--- config.mk ---
export PLATFORM = sky130hd
export DESIGN_NAME = i2c_cmd_seq
export DESIGN_NICKNAME = d
export VERILOG_FILES = /design/src/rtl/i2cseq_pkg.sv /design/src/rtl/seq_cmd_bits.sv /design/src/rtl/seq_flags.sv /design/src/rtl/seq_fsm.sv /design/src/rtl/i2c_cmd_seq.sv
export SDC_FILE = /design/constraint.sdc
export NUM_CORES = 1
export LEC_CHECK = 0
export BUFFER_PORTS_ARGS = -buffer_cell sky130_fd_sc_hd__buf_2
export CAP_MARGIN = 40
export CORE_ASPECT_RATIO = 0.75
export CORE_MARGIN = 2
export CORE_UTILIZATION = 30
export DETAILED_ROUTE_END_ITERATION = 10
export GPL_ROUTABILITY_DRIVEN = 0
export SYNTH_ARGS = -nofsm -noshare
export SYNTH_HDL_FRONTEND = slang
export SYNTH_SLANG_ARGS = --single-unit
--- constraint.sdc ---
create_clock -name clk -period 3.69 [get_ports clk]
set_input_delay 1.107 -clock clk [delete_from_list [all_inputs] [get_ports clk]]
set_output_delay 1.107 -clock clk [all_outputs]
set_load 0.005 [all_outputs]
--- src/rtl/i2cseq_pkg.sv ---
package i2cseq_pkg;
    typedef enum logic [2:0] {
        OP_START   = 3'd0,
        OP_RESTART = 3'd1,
        OP_STOP    = 3'd2,
        OP_WRITE   = 3'd3,
        OP_READ    = 3'd4
    } bus_op_e;

    typedef enum logic [2:0] {
        S_IDLE,
        S_BUSY,
        S_FETCH,
        S_WR_NEXT,
        S_RD_NEXT,
        S_FINISH,
        S_ERR_STOP
    } seq_state_e;

    localparam int CMD_START   = 0;
    localparam int CMD_RESTART = 1;
    localparam int CMD_STOP    = 2;
    localparam int NUM_CMDS    = 3;

    localparam int FLAG_DONE   = 0;
    localparam int FLAG_AACK   = 1;
    localparam int FLAG_ERR    = 2;
    localparam int NUM_FLAGS   = 3;
endpackage

--- src/rtl/seq_cmd_bits.sv ---
module seq_cmd_bits
    import i2cseq_pkg::*;
(
    input  logic                clk,
    input  logic                rst_n,
    input  logic                master_en,
    input  logic [NUM_CMDS-1:0] set_i,
    input  logic [NUM_CMDS-1:0] clr_i,
    output logic [NUM_CMDS-1:0] bits_o
);
    logic [NUM_CMDS-1:0] bits_q;

    for (genvar i = 0; i < NUM_CMDS; i++) begin : g_bit
        always_ff @(posedge clk or negedge rst_n) begin
            if (!rst_n) begin
                bits_q[i] <= 1'b0;
            end else if (!master_en || clr_i[i]) begin
                bits_q[i] <= 1'b0;
            end else if (set_i[i]) begin
                bits_q[i] <= 1'b1;
            end
        end
    end

    assign bits_o = bits_q;

    // master mode off leaves every command bit clear on the next cycle
    p_master_off_r10: assert property (@(posedge clk) disable iff (!rst_n)
        !master_en |=> (bits_q == '0));
endmodule

--- src/rtl/seq_flags.sv ---
module seq_flags
    import i2cseq_pkg::*;
(
    input  logic                 clk,
    input  logic                 rst_n,
    input  logic [NUM_FLAGS-1:0] set_i,
    input  logic [NUM_FLAGS-1:0] clr_i,
    output logic [NUM_FLAGS-1:0] flags_o
);
    logic [NUM_FLAGS-1:0] flags_q;

    for (genvar i = 0; i < NUM_FLAGS; i++) begin : g_flag
        always_ff @(posedge clk or negedge rst_n) begin
            if (!rst_n) begin
                flags_q[i] <= 1'b0;
            end else if (set_i[i]) begin
                flags_q[i] <= 1'b1;
            end else if (clr_i[i]) begin
                flags_q[i] <= 1'b0;
            end
        end
    end

    assign flags_o = flags_q;

    // a flag only falls when its own clear bit was strobed
    p_flag_sticky_r12: assert property (@(posedge clk) disable iff (!rst_n)
        (($past(flags_q) & ~$past(clr_i) & ~flags_q) == '0));
endmodule

--- src/rtl/seq_fsm.sv ---
module seq_fsm
    import i2cseq_pkg::*;
#(
    parameter int DATA_W = 8,
    parameter int CNT_W  = 8
) (
    input  logic                 clk,
    input  logic                 rst_n,
    input  logic                 master_en,
    input  logic [NUM_CMDS-1:0]  cmd_bits,
    input  logic                 bus_busy,
    input  logic [CNT_W-1:0]     rx_count,
    input  logic                 tx_empty,
    input  logic [DATA_W-1:0]    tx_data,
    output logic                 tx_pop,
    output logic                 rx_push,
    output logic                 eng_req,
    output bus_op_e              eng_op,
    output logic [DATA_W-1:0]    eng_wdata,
    output logic                 eng_ack,
    input  logic                 eng_done,
    input  logic                 eng_nack,
    output logic [NUM_CMDS-1:0]  cmd_clr,
    output logic [NUM_FLAGS-1:0] flag_set
);
    localparam logic [CNT_W-1:0] LAST_ONE = CNT_W'(1);

    seq_state_e        state_q, state_d;
    bus_op_e           op_q, op_d;
    logic [DATA_W-1:0] wdata_q, wdata_d;
    logic              ack_q, ack_d;
    logic              is_addr_q, is_addr_d;
    logic              rd_q, rd_d;
    logic [CNT_W-1:0]  remain_q, remain_d;

    logic want_start, want_restart, want_stop;
    assign want_start   = cmd_bits[CMD_START];
    assign want_restart = cmd_bits[CMD_RESTART];
    assign want_stop    = cmd_bits[CMD_STOP];

    // state register
    always_ff @(posedge clk or negedge rst_n) begin
        if (!rst_n) begin
            state_q   <= S_IDLE;
            op_q      <= OP_START;
            wdata_q   <= '0;
            ack_q     <= 1'b0;
            is_addr_q <= 1'b0;
            rd_q      <= 1'b0;
            remain_q  <= '0;
        end else begin
            state_q   <= state_d;
            op_q      <= op_d;
            wdata_q   <= wdata_d;
            ack_q     <= ack_d;
            is_addr_q <= is_addr_d;
            rd_q      <= rd_d;
            remain_q  <= remain_d;
        end
    end

    // next state and outputs
    always_comb begin
        state_d   = state_q;
        op_d      = op_q;
        wdata_d   = wdata_q;
        ack_d     = ack_q;
        is_addr_d = is_addr_q;
        rd_d      = rd_q;
        remain_d  = remain_q;
        tx_pop    = 1'b0;
        rx_push   = 1'b0;
        cmd_clr   = '0;
        flag_set  = '0;

        if (!master_en && state_q != S_BUSY) begin
            state_d = S_IDLE;
        end else begin
            unique case (state_q)
                S_IDLE: begin
                    if (want_start && !bus_busy) begin
                        op_d    = OP_START;
                        state_d = S_BUSY;
                    end
                end
                S_BUSY: begin
                    if (eng_done) begin
                        unique case (op_q)
                            OP_START, OP_RESTART: state_d = S_FETCH;
                            OP_STOP: begin
                                cmd_clr = '1;
                                state_d = S_IDLE;
                            end
                            OP_WRITE: begin
                                if (eng_nack) begin
                                    flag_set[FLAG_ERR] = 1'b1;
                                    state_d = S_ERR_STOP;
                                end else if (is_addr_q) begin
                                    flag_set[FLAG_AACK] = 1'b1;
                                    if (!rd_q) begin
                                        state_d = S_WR_NEXT;
                                    end else if (remain_q == '0) begin
                                        flag_set[FLAG_DONE] = 1'b1;
                                        state_d = S_FINISH;
                                    end else begin
                                        state_d = S_RD_NEXT;
                                    end
                                end else begin
                                    state_d = S_WR_NEXT;
                                end
                            end
                            OP_READ: begin
                                rx_push  = 1'b1;
                                remain_d = remain_q - LAST_ONE;
                                if (remain_q == LAST_ONE) begin
                                    flag_set[FLAG_DONE] = 1'b1;
                                    state_d = S_FINISH;
                                end else begin
                                    state_d = S_RD_NEXT;
                                end
                            end
                            default: state_d = S_IDLE;
                        endcase
                        if (!master_en) begin
                            state_d = S_IDLE;
                        end
                    end
                end
                S_FETCH: begin
                    if (!tx_empty) begin
                        tx_pop    = 1'b1;
                        op_d      = OP_WRITE;
                        wdata_d   = tx_data;
                        is_addr_d = 1'b1;
                        rd_d      = tx_data[0];
                        remain_d  = rx_count;
                        state_d   = S_BUSY;
                    end
                end
                S_WR_NEXT: begin
                    if (!tx_empty) begin
                        tx_pop    = 1'b1;
                        op_d      = OP_WRITE;
                        wdata_d   = tx_data;
                        is_addr_d = 1'b0;
                        state_d   = S_BUSY;
                    end else if (want_restart || want_stop) begin
                        flag_set[FLAG_DONE] = 1'b1;
                        state_d = S_FINISH;
                    end
                end
                S_RD_NEXT: begin
                    op_d      = OP_READ;
                    ack_d     = (remain_q != LAST_ONE);
                    is_addr_d = 1'b0;
                    state_d   = S_BUSY;
                end
                S_FINISH: begin
                    if (want_restart) begin
                        cmd_clr[CMD_RESTART] = 1'b1;
                        cmd_clr[CMD_STOP]    = 1'b1;
                        op_d    = OP_RESTART;
                        state_d = S_BUSY;
                    end else if (want_stop) begin
                        op_d    = OP_STOP;
                        state_d = S_BUSY;
                    end
                end
                S_ERR_STOP: begin
                    op_d    = OP_STOP;
                    state_d = S_BUSY;
                end
                default: state_d = S_IDLE;
            endcase
        end
    end

    assign eng_req   = (state_q == S_BUSY);
    assign eng_op    = op_q;
    assign eng_wdata = wdata_q;
    assign eng_ack   = ack_q;

    // a START request only rises after a cycle with the bus free
    p_start_bus_free_r1: assert property (@(posedge clk) disable iff (!rst_n)
        ($rose(eng_req) && op_q == OP_START) |-> $past(!bus_busy));
    // the transmit FIFO is never popped while empty
    p_pop_nonempty_r7: assert property (@(posedge clk) disable iff (!rst_n)
        tx_pop |-> !tx_empty);
    // the final read of a count carries a NACK
    p_last_read_nack_r6: assert property (@(posedge clk) disable iff (!rst_n)
        (eng_req && op_q == OP_READ && remain_q == LAST_ONE) |-> !ack_q);
    // bytes are pushed only on completion of a read
    p_push_on_read_r6: assert property (@(posedge clk) disable iff (!rst_n)
        rx_push |-> (eng_req && eng_done && op_q == OP_READ));
endmodule

--- src/rtl/i2c_cmd_seq.sv ---
module i2c_cmd_seq
    import i2cseq_pkg::*;
#(
    parameter int DATA_W = 8,
    parameter int CNT_W  = 8
) (
    input  logic              clk,
    input  logic              rst_n,
    input  logic              master_en,
    input  logic              start_set,
    input  logic              restart_set,
    input  logic              stop_set,
    input  logic              bus_busy,
    input  logic [CNT_W-1:0]  rx_count,
    input  logic [2:0]        flag_clr,
    input  logic              tx_empty,
    input  logic [DATA_W-1:0] tx_data,
    output logic              tx_pop,
    output logic              rx_push,
    output logic [DATA_W-1:0] rx_data,
    output logic              eng_req,
    output logic [2:0]        eng_op,
    output logic [DATA_W-1:0] eng_wdata,
    output logic              eng_ack,
    input  logic              eng_done,
    input  logic              eng_nack,
    input  logic [DATA_W-1:0] eng_rdata,
    output logic              cmd_start,
    output logic              cmd_restart,
    output logic              cmd_stop,
    output logic              done_flag,
    output logic              addr_ack_flag,
    output logic              err_flag
);
    logic [NUM_CMDS-1:0]  cmd_bits, cmd_set, cmd_clr;
    logic [NUM_FLAGS-1:0] flags, flag_set;
    bus_op_e              op;

    assign cmd_set[CMD_START]   = start_set;
    assign cmd_set[CMD_RESTART] = restart_set;
    assign cmd_set[CMD_STOP]    = stop_set;

    seq_cmd_bits u_cmd (
        .clk       (clk),
        .rst_n     (rst_n),
        .master_en (master_en),
        .set_i     (cmd_set),
        .clr_i     (cmd_clr),
        .bits_o    (cmd_bits)
    );

    seq_flags u_flags (
        .clk     (clk),
        .rst_n   (rst_n),
        .set_i   (flag_set),
        .clr_i   (flag_clr),
        .flags_o (flags)
    );

    seq_fsm #(
        .DATA_W (DATA_W),
        .CNT_W  (CNT_W)
    ) u_fsm (
        .clk       (clk),
        .rst_n     (rst_n),
        .master_en (master_en),
        .cmd_bits  (cmd_bits),
        .bus_busy  (bus_busy),
        .rx_count  (rx_count),
        .tx_empty  (tx_empty),
        .tx_data   (tx_data),
        .tx_pop    (tx_pop),
        .rx_push   (rx_push),
        .eng_req   (eng_req),
        .eng_op    (op),
        .eng_wdata (eng_wdata),
        .eng_ack   (eng_ack),
        .eng_done  (eng_done),
        .eng_nack  (eng_nack),
        .cmd_clr   (cmd_clr),
        .flag_set  (flag_set)
    );

    assign eng_op        = op;
    assign rx_data       = eng_rdata;
    assign cmd_start     = cmd_bits[CMD_START];
    assign cmd_restart   = cmd_bits[CMD_RESTART];
    assign cmd_stop      = cmd_bits[CMD_STOP];
    assign done_flag     = flags[FLAG_DONE];
    assign addr_ack_flag = flags[FLAG_AACK];
    assign err_flag      = flags[FLAG_ERR];

    // restart and stop bits are both clear once a repeated START request rises
    p_restart_clears_r3: assert property (@(posedge clk) disable iff (!rst_n)
        ($rose(eng_req) && eng_op == 3'd1) |-> (!cmd_restart && !cmd_stop));
endmodule

==> results of run 1 <==
==> worst paths after layout <==
| kind | endpoint | slack (ns) | cells past startpoint |
|---|---|---|---|
| hold / removal | u_fsm.eng_wdata[5] | 0.50 | 1 |
| setup reg to reg | u_fsm.state_q[1] | 1.58 | 5 |
| hold reg to reg | u_fsm.eng_wdata[5] | 0.50 | 1 |
| min in group asynchronous | u_flags.flags_o[2] | 0.87 | 1 |
| max in group asynchronous | u_fsm.eng_op[0] | 2.37 | 1 |
| setup / recovery | tx_pop | 0.77 | 4 |
==> final cells by class <==
type                    instances  area [um2]
well taps                      81         101
repair buffers                 52         268
multi-input cells             147         996
fillers                       642        3930
clock buffers                   6        82.6
inverters                       9        33.8
flip-flops and latches         31         776
clock inverters                 2        35.0
==> power by group <==
| part | switching (mW) | leakage, nW | internal (mW) |
|---|---|---|---|
| combinational | 0.335 | 0.562 | 0.312 |
| clock | 0.132 | 0.0612 | 0.218 |
| sequential | 0.142 | 0.400 | 0.458 |
==> worst max-delay path, stage by stage <==
cell      delay (ns)
buf_2           0.27
nand2b_1        0.15
nor2_2          0.15
buf_2           0.14
==> logic make-up after synthesis <==
kind of cell	count (synthesis)
flops	31
simple gates	67
xor+xnor	1
buf+inv	28
compound gates	62
mux	14
fa+ha+maj	3
==> registers in the layout, summed over array words and instances (netlist names) <==
| name | cells |
|---|---|
| u_fsm.remain_q | 8 |
| u_fsm.rd_q | 1 |
| u_fsm.eng_ack | 1 |
| u_flags.flags_o | 3 |
| u_fsm.is_addr_q | 1 |
| u_fsm.eng_op | 3 |
| u_fsm.eng_wdata | 8 |
| u_fsm.state_q | 3 |
| u_cmd.bits_o | 3 |
==> synthesized netlist by cell type (4+ instances only) <==
cell / n
a21oi_1: 11
buf_2: 5
buf_4: 8
clkbuf_1: 5
dfrtp_1: 31
inv_1: 9
mux2_2: 12
nand2_1: 12
nand4_1: 4
nor2_1: 18
nor3_1: 5
o21ai_0: 20
==> stage by stage <==
stage,setup slack [ns],hold WS (ns),power [mW]
final,0.768,0.503,1.60
after global routing,0.693,0.530,1.73
after global placement,0.786,0.484,1.24
after detailed placement,0.772,0.492,1.25
after CTS,0.772,0.507,1.60
after floorplan,0.839,0.481,1.03
==> routing by layer <==
layer,up-vias,track usage,wire length [um]
li1,828,-,-
met1,783,0.229,2500
met2,73,0.191,1890
met3,2,0.0362,423
met4,0,0.0286,21
met5,-,0,0
==> impl_metrics.toml, run 1 <==
[layout]
nets = 286
layout_commonest_cell = "buf_2"
num_antenna_cells = 0
fin_cells = 328
layout-drive-gt1-share = 0.340
fin_util = 0.368
area_growth_syn_to_layout_pct = 19.8
layout_common_cells = "49 x buf_2, 31 x dfrtp_1, 20 x o21ai_0"
design_area_um2 = 2290

[power_and_ir_drop]
vdd_drop_max_mv = 0.180
power.density_nw_per_um2 = 697
p_leak_nw = 1.02

[flow_run]
cap_violations = 0

[clock_network]
cts_hold_buf = 0
cts_tree = "built"
cts_buffer_depth = 2
clkLatencyLatePin_ns = 0.28
htree_levels = 2
clk_pin_slew_ns = 0.06
post_cts_buffers = 0
cts_sinks = 31
cts-buffers-inserted = 5
cts_root_buffer = "clkbuf_8"
cts_resized = 0

[worst_setup_path]
end_kind = "primary output"
r2r_start = "u_fsm.state_q[0]"
cp_max_fo = 17
path_class = "in -> out"
startpoint_type = "input pin"
arrival_ns = 1.82
startpoint = "master_en"
worstPathRequired_ns = 2.58

[worst_hold_path]
hold_class = "reg -> reg"
hp-start = "u_fsm.eng_wdata[5]"

[floorplanning]
core.rowCount = 25
initial_core_util = 0.307
die_x_um = 96.2
core_um2 = 6220
fp.dieArea_um2 = 7040
io_pins = 66
dieHeight_um = 73.2

[grt]
antenna_found_initial = 0
grt_overflow = 0
grt_pass1_wl_um = 7670
grt_pass1_vias = 1546
grt_max_degree = 32
grt_usage = 0.143

[timing]
setup-violations-final = 0
min_period_ns = 2.92
tightest_slew_ns = 0.892
period_share = 0.792
finalSetupTns_ns = 0
slew-limit-headroom = 0.403
max_freq_mhz = 342
hold_viol = 0
slew_violations = 0
fin_skew_ns = 0.00623
rsz0062_at_grt = "false"

[logic_synthesis]
synth.largest_area_cell = "dfrtp_1"
synth_top_family_by_area = "compound AO/OA/AOI/OAI gates"
ys_warn_count = 0
synth_cell_types = 51
synthXorXnorAreaFrac = 0.00458
synthFlopType = "dfrtp_1"
synthCells = 206
synth_edf_count = 0
synth_compound_area_frac = 0.216
postSynth.asyncResetShare = 1.00
synth_fa_ha_area_frac = 0.0196
yosys_register_bits = 31
synth_area_leaders = "dfrtp_1 41%, mux2_2 7.1%, o21ai_0 5.2%"
synth_area_per_cell_um2 = 9.29
netlist.area_leader.share = 0.405
synth_mux_area_frac = 0.0811
synth_fp_nets = 246
yosys.area_share.simple = 0.199
syn-cell-area_um2 = 1910
yosysSeqAreaShare = 0.405

[place]
numPortBuffers = 49
dp_cells = 320
place_hpwl_um = 3600
place_area_um2 = 2170

[outcome]
status = "finished clean"

[drt]
avgRoutedWirePerCell_um = 14.7
via_per_inst = 5.14
first_pass_iters = 4
ant_nets = 0
route.detailed.drc = 0
wl_um = 4840
drtIter0Drc = 137
vias = 1686
(Power assumes the default switching activity.)
==> run 2, diff against run 1 <==
==> constraint.sdc (replaced) <==
create_clock -name clk -period 2.95 [get_ports clk]
set_input_delay 0.885 -clock clk [delete_from_list [all_inputs] [get_ports clk]]
set_output_delay 0.885 -clock clk [all_outputs]
set_load 0.005 [all_outputs]
==> run 2 against run 1 <==
Global-route usage up 1.0 points. Clock power up 26%. Cell area up 0.33%. First-iteration DRC count up 47%. Register-to-register slack worse by 0.68 ns.
==> impl_metrics.toml, run 2 (same netlist as run 1, synthesis figures left out) <==
[drt]
met1_length_um = 2570
wl_met2_um = 1940
route.detailed.drc = 0
drtIter0Drc = 201
first_pass_iters = 4
top_layer = "met4"
wl_met3_um = 419
ant_nets = 0
avgRoutedWirePerCell_um = 15.0
vias = 1709
via_per_inst = 5.19
wl_um = 4950

[floorplanning]
core_um2 = 6220
initial_core_util = 0.307
io_pins = 66
core.rowCount = 25
fp.dieArea_um2 = 7040
dieHeight_um = 73.2
die_x_um = 96.2

[power_and_ir_drop]
power_frac_clock = 0.220
p_leak_nw = 1.03
combPwrFrac = 0.403
power.density_nw_per_um2 = 869
p_int_mw = 1.24
switching_share = 0.380
p_sw_mw = 0.761
vdd_drop_max_mv = 0.299
pwr-share-seq = 0.377

[worst_setup_path]
path_class = "in -> out"
worstPathRequired_ns = 2.07
startpoint_type = "input pin"
arrival_ns = 1.60
cp_max_fo = 17
end_kind = "primary output"

[grt]
grt_pass1_vias = 1664
grt_usage = 0.153
grt_pass1_wl_um = 8400
grt_overflow = 0
antenna_found_initial = 0
grt_max_degree = 32

[layout]
num_antenna_cells = 0
layout_commonest_cell = "buf_2"
layout_common_cells = "49 x buf_2, 31 x dfrtp_1, 20 x o21ai_0"
layout-drive-gt1-share = 0.343
nets = 287
fin_util = 0.369
area_growth_syn_to_layout_pct = 20.2

[timing]
min_period_ns = 2.49
slew_violations = 0
rsz0062_at_grt = "false"
max_freq_mhz = 402
finalSetupTns_ns = 0
hold_viol = 0
period_share = 0.844
fin_skew_ns = 0.00819
tightest_slew_ns = 0.741
slew-limit-headroom = 0.506
setup-violations-final = 0

[clock_network]
cts_buffer_depth = 2
cts_sinks = 31
post_cts_buffers = 0
cts-buffers-inserted = 5
cts_root_buffer = "clkbuf_8"
htree_levels = 2
cts_resized = 0
cts_tree = "built"
clkLatencyLatePin_ns = 0.28
clk_pin_slew_ns = 0.06
cts_hold_buf = 0

[place]
numPortBuffers = 49
place_hpwl_um = 3710

[worst_hold_path]
hold_class = "reg -> reg"

[flow_run]
cap_violations = 0

[outcome]
status = "finished clean"
[run 2: metrics by stage]
stage               worst slack [ns]  instances  area, um2  total power [mW]  hold WS [ns]
global route                   0.381        329       2300              2.17         0.524
global placement               0.484        321       2180              1.55         0.483
finish                         0.461        329       2300              2.00         0.503
detailed placement             0.476        321       2180              1.57         0.495
CTS                            0.473        329       2300              2.02         0.511
floorplan                      0.543        206       1910              1.28         0.481
[run 2: final timing paths]
path                                    start                  to  slack (ns)  cells past startpoint
max                                 master_en              tx_pop        0.46                      4
min                        u_fsm.eng_wdata[3]  u_fsm.eng_wdata[3]        0.50                      1
max reg2reg                  u_fsm.state_q[0]    u_fsm.state_q[1]        0.90                      5
min reg2reg                u_fsm.eng_wdata[3]  u_fsm.eng_wdata[3]        0.50                      1
max in group asynchronous               rst_n       u_fsm.eng_ack        1.82                      1
min in group asynchronous               rst_n          u_fsm.rd_q        0.66                      1
[run 2: worst max-delay path, cell delays in order]
cell and delay, ns:
buf_2 0.28, nand2b_1 0.15, nor2_2 0.15, buf_2 0.13
[run 2: per-layer routing]
| layer | global-route usage | vias to the layer above |
|---|---|---|
| li1 | - | 829 |
| met1 | 0.239 | 819 |
| met2 | 0.211 | 59 |
| met3 | 0.0403 | 2 |
| met4 | 0.0286 | 0 |
| met5 | 0 | - |
[run 2: power groups by stage]
stage	clock network (mW)	logic, mW	registers [mW]
detailed placement	0	0.806	0.761
CTS	0.453	0.809	0.753
floorplan	0	0.591	0.692
global placement	0	0.797	0.755
global route	0.473	0.912	0.789
finish	0.440	0.805	0.754
[run 2: final cells by class]
class	instances	area, um2
Inverter	9	33.8
Multi-Input combinational cell	147	996
Timing Repair Buffer	53	275
Fill cell	665	3930
Clock inverter	2	35.0
Clock buffer	6	82.6
Sequential cell	31	776
Tap cell	81	101
==> run 3, diff against run 2 <==
--- a/config.mk
+++ b/config.mk
@@ -5,6 +5,7 @@
 export SDC_FILE = /design/constraint.sdc
 export NUM_CORES = 1
 export LEC_CHECK = 0
+export ABC_AREA = 1
 export BUFFER_PORTS_ARGS = -buffer_cell sky130_fd_sc_hd__buf_2
 export CAP_MARGIN = 40
 export CORE_ASPECT_RATIO = 0.75
==> constraint.sdc (replaced) <==
create_clock -name clk -period 2.5 [get_ports clk]
set_input_delay 0.75 -clock clk [delete_from_list [all_inputs] [get_ports clk]]
set_output_delay 0.75 -clock clk [all_outputs]
set_load 0.005 [all_outputs]
==> run 3 against run 2 <==
Setup slack worse by 0.23 ns. Synthesized area down 2.1%. Via count up 0.99%. Final cell count up 18%. Clock power up 18%. Clock skew up 0.00083 ns. Critical path type is now reg -> out.
==> impl_metrics.toml, run 3 <==
[floorplanning]
dieHeight_um = 72.4
core.rowCount = 24
fp.dieArea_um2 = 6900
initial_core_util = 0.317
io_pins = 66
die_x_um = 95.2
core_um2 = 5920

[place]
numPortBuffers = 49
dp_cells = 379
place_area_um2 = 2140
place_hpwl_um = 3330

[drt]
first_pass_iters = 4
via_per_inst = 4.46
avgRoutedWirePerCell_um = 11.5
drtIter0Drc = 33
wl_um = 4450
ant_nets = 0
route.detailed.drc = 0
vias = 1726

[timing]
slew_violations = 0
tightest_slew_ns = 0.722
setup-violations-final = 0
slew-limit-headroom = 0.519
rsz0062_at_grt = "false"
fin_skew_ns = 0.00903
finalSetupTns_ns = 0
period_share = 0.908
min_period_ns = 2.27
holdWs_ns = 0.472
max_freq_mhz = 440
hold_viol = 0

[logic_synthesis]
synth_fp_nets = 302
yosysSeqAreaShare = 0.414
yosys.area_share.simple = 0.333
synth.largest_area_cell = "dfrtp_1"
synth_cell_types = 29
yosysMostFrequentCell = "nand2_1"
synthCells = 262
synth_top_family_by_area = "simple AND/OR/NAND/NOR gates"
postSynth.asyncResetShare = 1.00
synth_area_per_cell_um2 = 7.15
synth_fa_ha_area_frac = 0.0200
synth_compound_area_frac = 0.104
ys_warn_count = 0
synthTopCellsByCount = "89 x nand2_1, 31 x dfrtp_1, 30 x inv_1, 27 x nor2_1, 19 x o21ai_0"
synthXorXnorAreaFrac = 0.00935
yosys_register_bits = 31
synth_area_leaders = "dfrtp_1 41%, nand2_1 18%, inv_1 6.0%"
synthFlopType = "dfrtp_1"
synth_mux_area_frac = 0
synth_edf_count = 0
syn-cell-area_um2 = 1870
netlist.area_leader.share = 0.414

[grt]
grt_usage = 0.138
antenna_found_initial = 0
grt_overflow = 0
grt_pass1_wl_um = 7280
grt_pass1_vias = 1562
grt_max_degree = 32

[clock_network]
post_cts_buffers = 0
cts_sinks = 31
cts_root_buffer = "clkbuf_8"
cts_tree = "built"
cts_buffer_depth = 2
cts_hold_buf = 0
clk_pin_slew_ns = 0.07
htree_levels = 2
cts-buffers-inserted = 5
cts_resized = 0
clkLatencyLatePin_ns = 0.29

[worst_setup_path]
path_class = "reg -> out"
worstPathRequired_ns = 1.75
r2r_cells = 7
r2r_start = "u_fsm.state_q[0]"
r2r_slack_ns = 0.73
cp_max_fo = 12
arrival_ns = 1.52
timing.rr.end = "u_fsm.remain_q[6]"
startpoint_type = "flip-flop"
end_kind = "primary output"

[layout]
area_growth_syn_to_layout_pct = 20.3
layout_commonest_cell = "nand2_1"
layout_common_cells = "89 x nand2_1, 49 x buf_2, 31 x dfrtp_1"
nets = 348
regArea_um2 = 776
design_area_um2 = 2250
multi_input_area_um2 = 875
fillers = 636
fin_cells = 387
num_antenna_cells = 0
layout-drive-gt1-share = 0.230

[power_and_ir_drop]
p_leak_nw = 1.25
power.density_nw_per_um2 = 958
vdd_drop_max_mv = 0.275

[worst_hold_path]
whs_endpoint = "u_fsm.eng_wdata[2]"
hp-start = "u_fsm.eng_wdata[2]"
hold_class = "reg -> reg"
min_path_cells = 2

[flow_run]
cap_violations = 0

[outcome]
status = "finished clean"
-- run 3: final cells by class --
class                      count  area share
clock buffer                   6      0.0366
multi-input combinational    185       0.388
timing repair buffer          51       0.115
sequential                    31       0.344
tap                           78      0.0433
inverter                      34      0.0566
clock inverter                 2      0.0155
-- run 3: how the worst max path moves through the flow --
stage                                start  endpoint  slack, ns  cells after the start
after floorplan                  master_en    tx_pop       0.60                      4
after global placement           master_en    tx_pop       0.34                      6
after detailed placement         master_en    tx_pop       0.35                      6
after CTS                 u_fsm.state_q[0]   rx_push       0.23                      5
after global routing      u_fsm.state_q[0]   rx_push       0.13                      5
final                     u_fsm.state_q[0]   rx_push       0.23                      5
-- run 3: power by group --
part | internal [mW] | switching (mW) | total, mW
combinational | 0.321 | 0.487 | 0.807
clock | 0.322 | 0.199 | 0.521
sequential | 0.675 | 0.156 | 0.831
total | 1.32 | 0.842 | 2.16
-- run 3: cell families after synthesis --
family	Yosys count
DFF	31
adders and majority gates	3
buffers and inverters	46
and+or+nand+nor	147
xor gates and xnor gates	2
AOI/OAI and AO/OA	33
-- run 3: stage by stage --
stage                     total power, mW  setup slack (ns)  utilization
after floorplan                      1.41             0.600            -
after global placement               1.64             0.342        0.361
after detailed placement             1.65             0.349        0.361
after CTS                            2.19             0.228        0.381
after global routing                 2.35             0.127        0.381
final                                2.16             0.229        0.381
-- run 3: per-layer routing --
metal / share of wire / track usage / vias up
met5: 0 / 0 / -
met4: 0.016 / 0.0548 / 0
met3: 0.056 / 0.0405 / 11
met2: 0.39 / 0.196 / 41
met1: 0.54 / 0.198 / 776
li1: - / - / 898
-- run 3: critical path: stages, from the launching register on --
cell and delay [ns]:
dfrtp_1 0.60, nand3_4 0.14, nor2_2 0.22, nand2_2 0.11, inv_1 0.07, buf_2 0.10
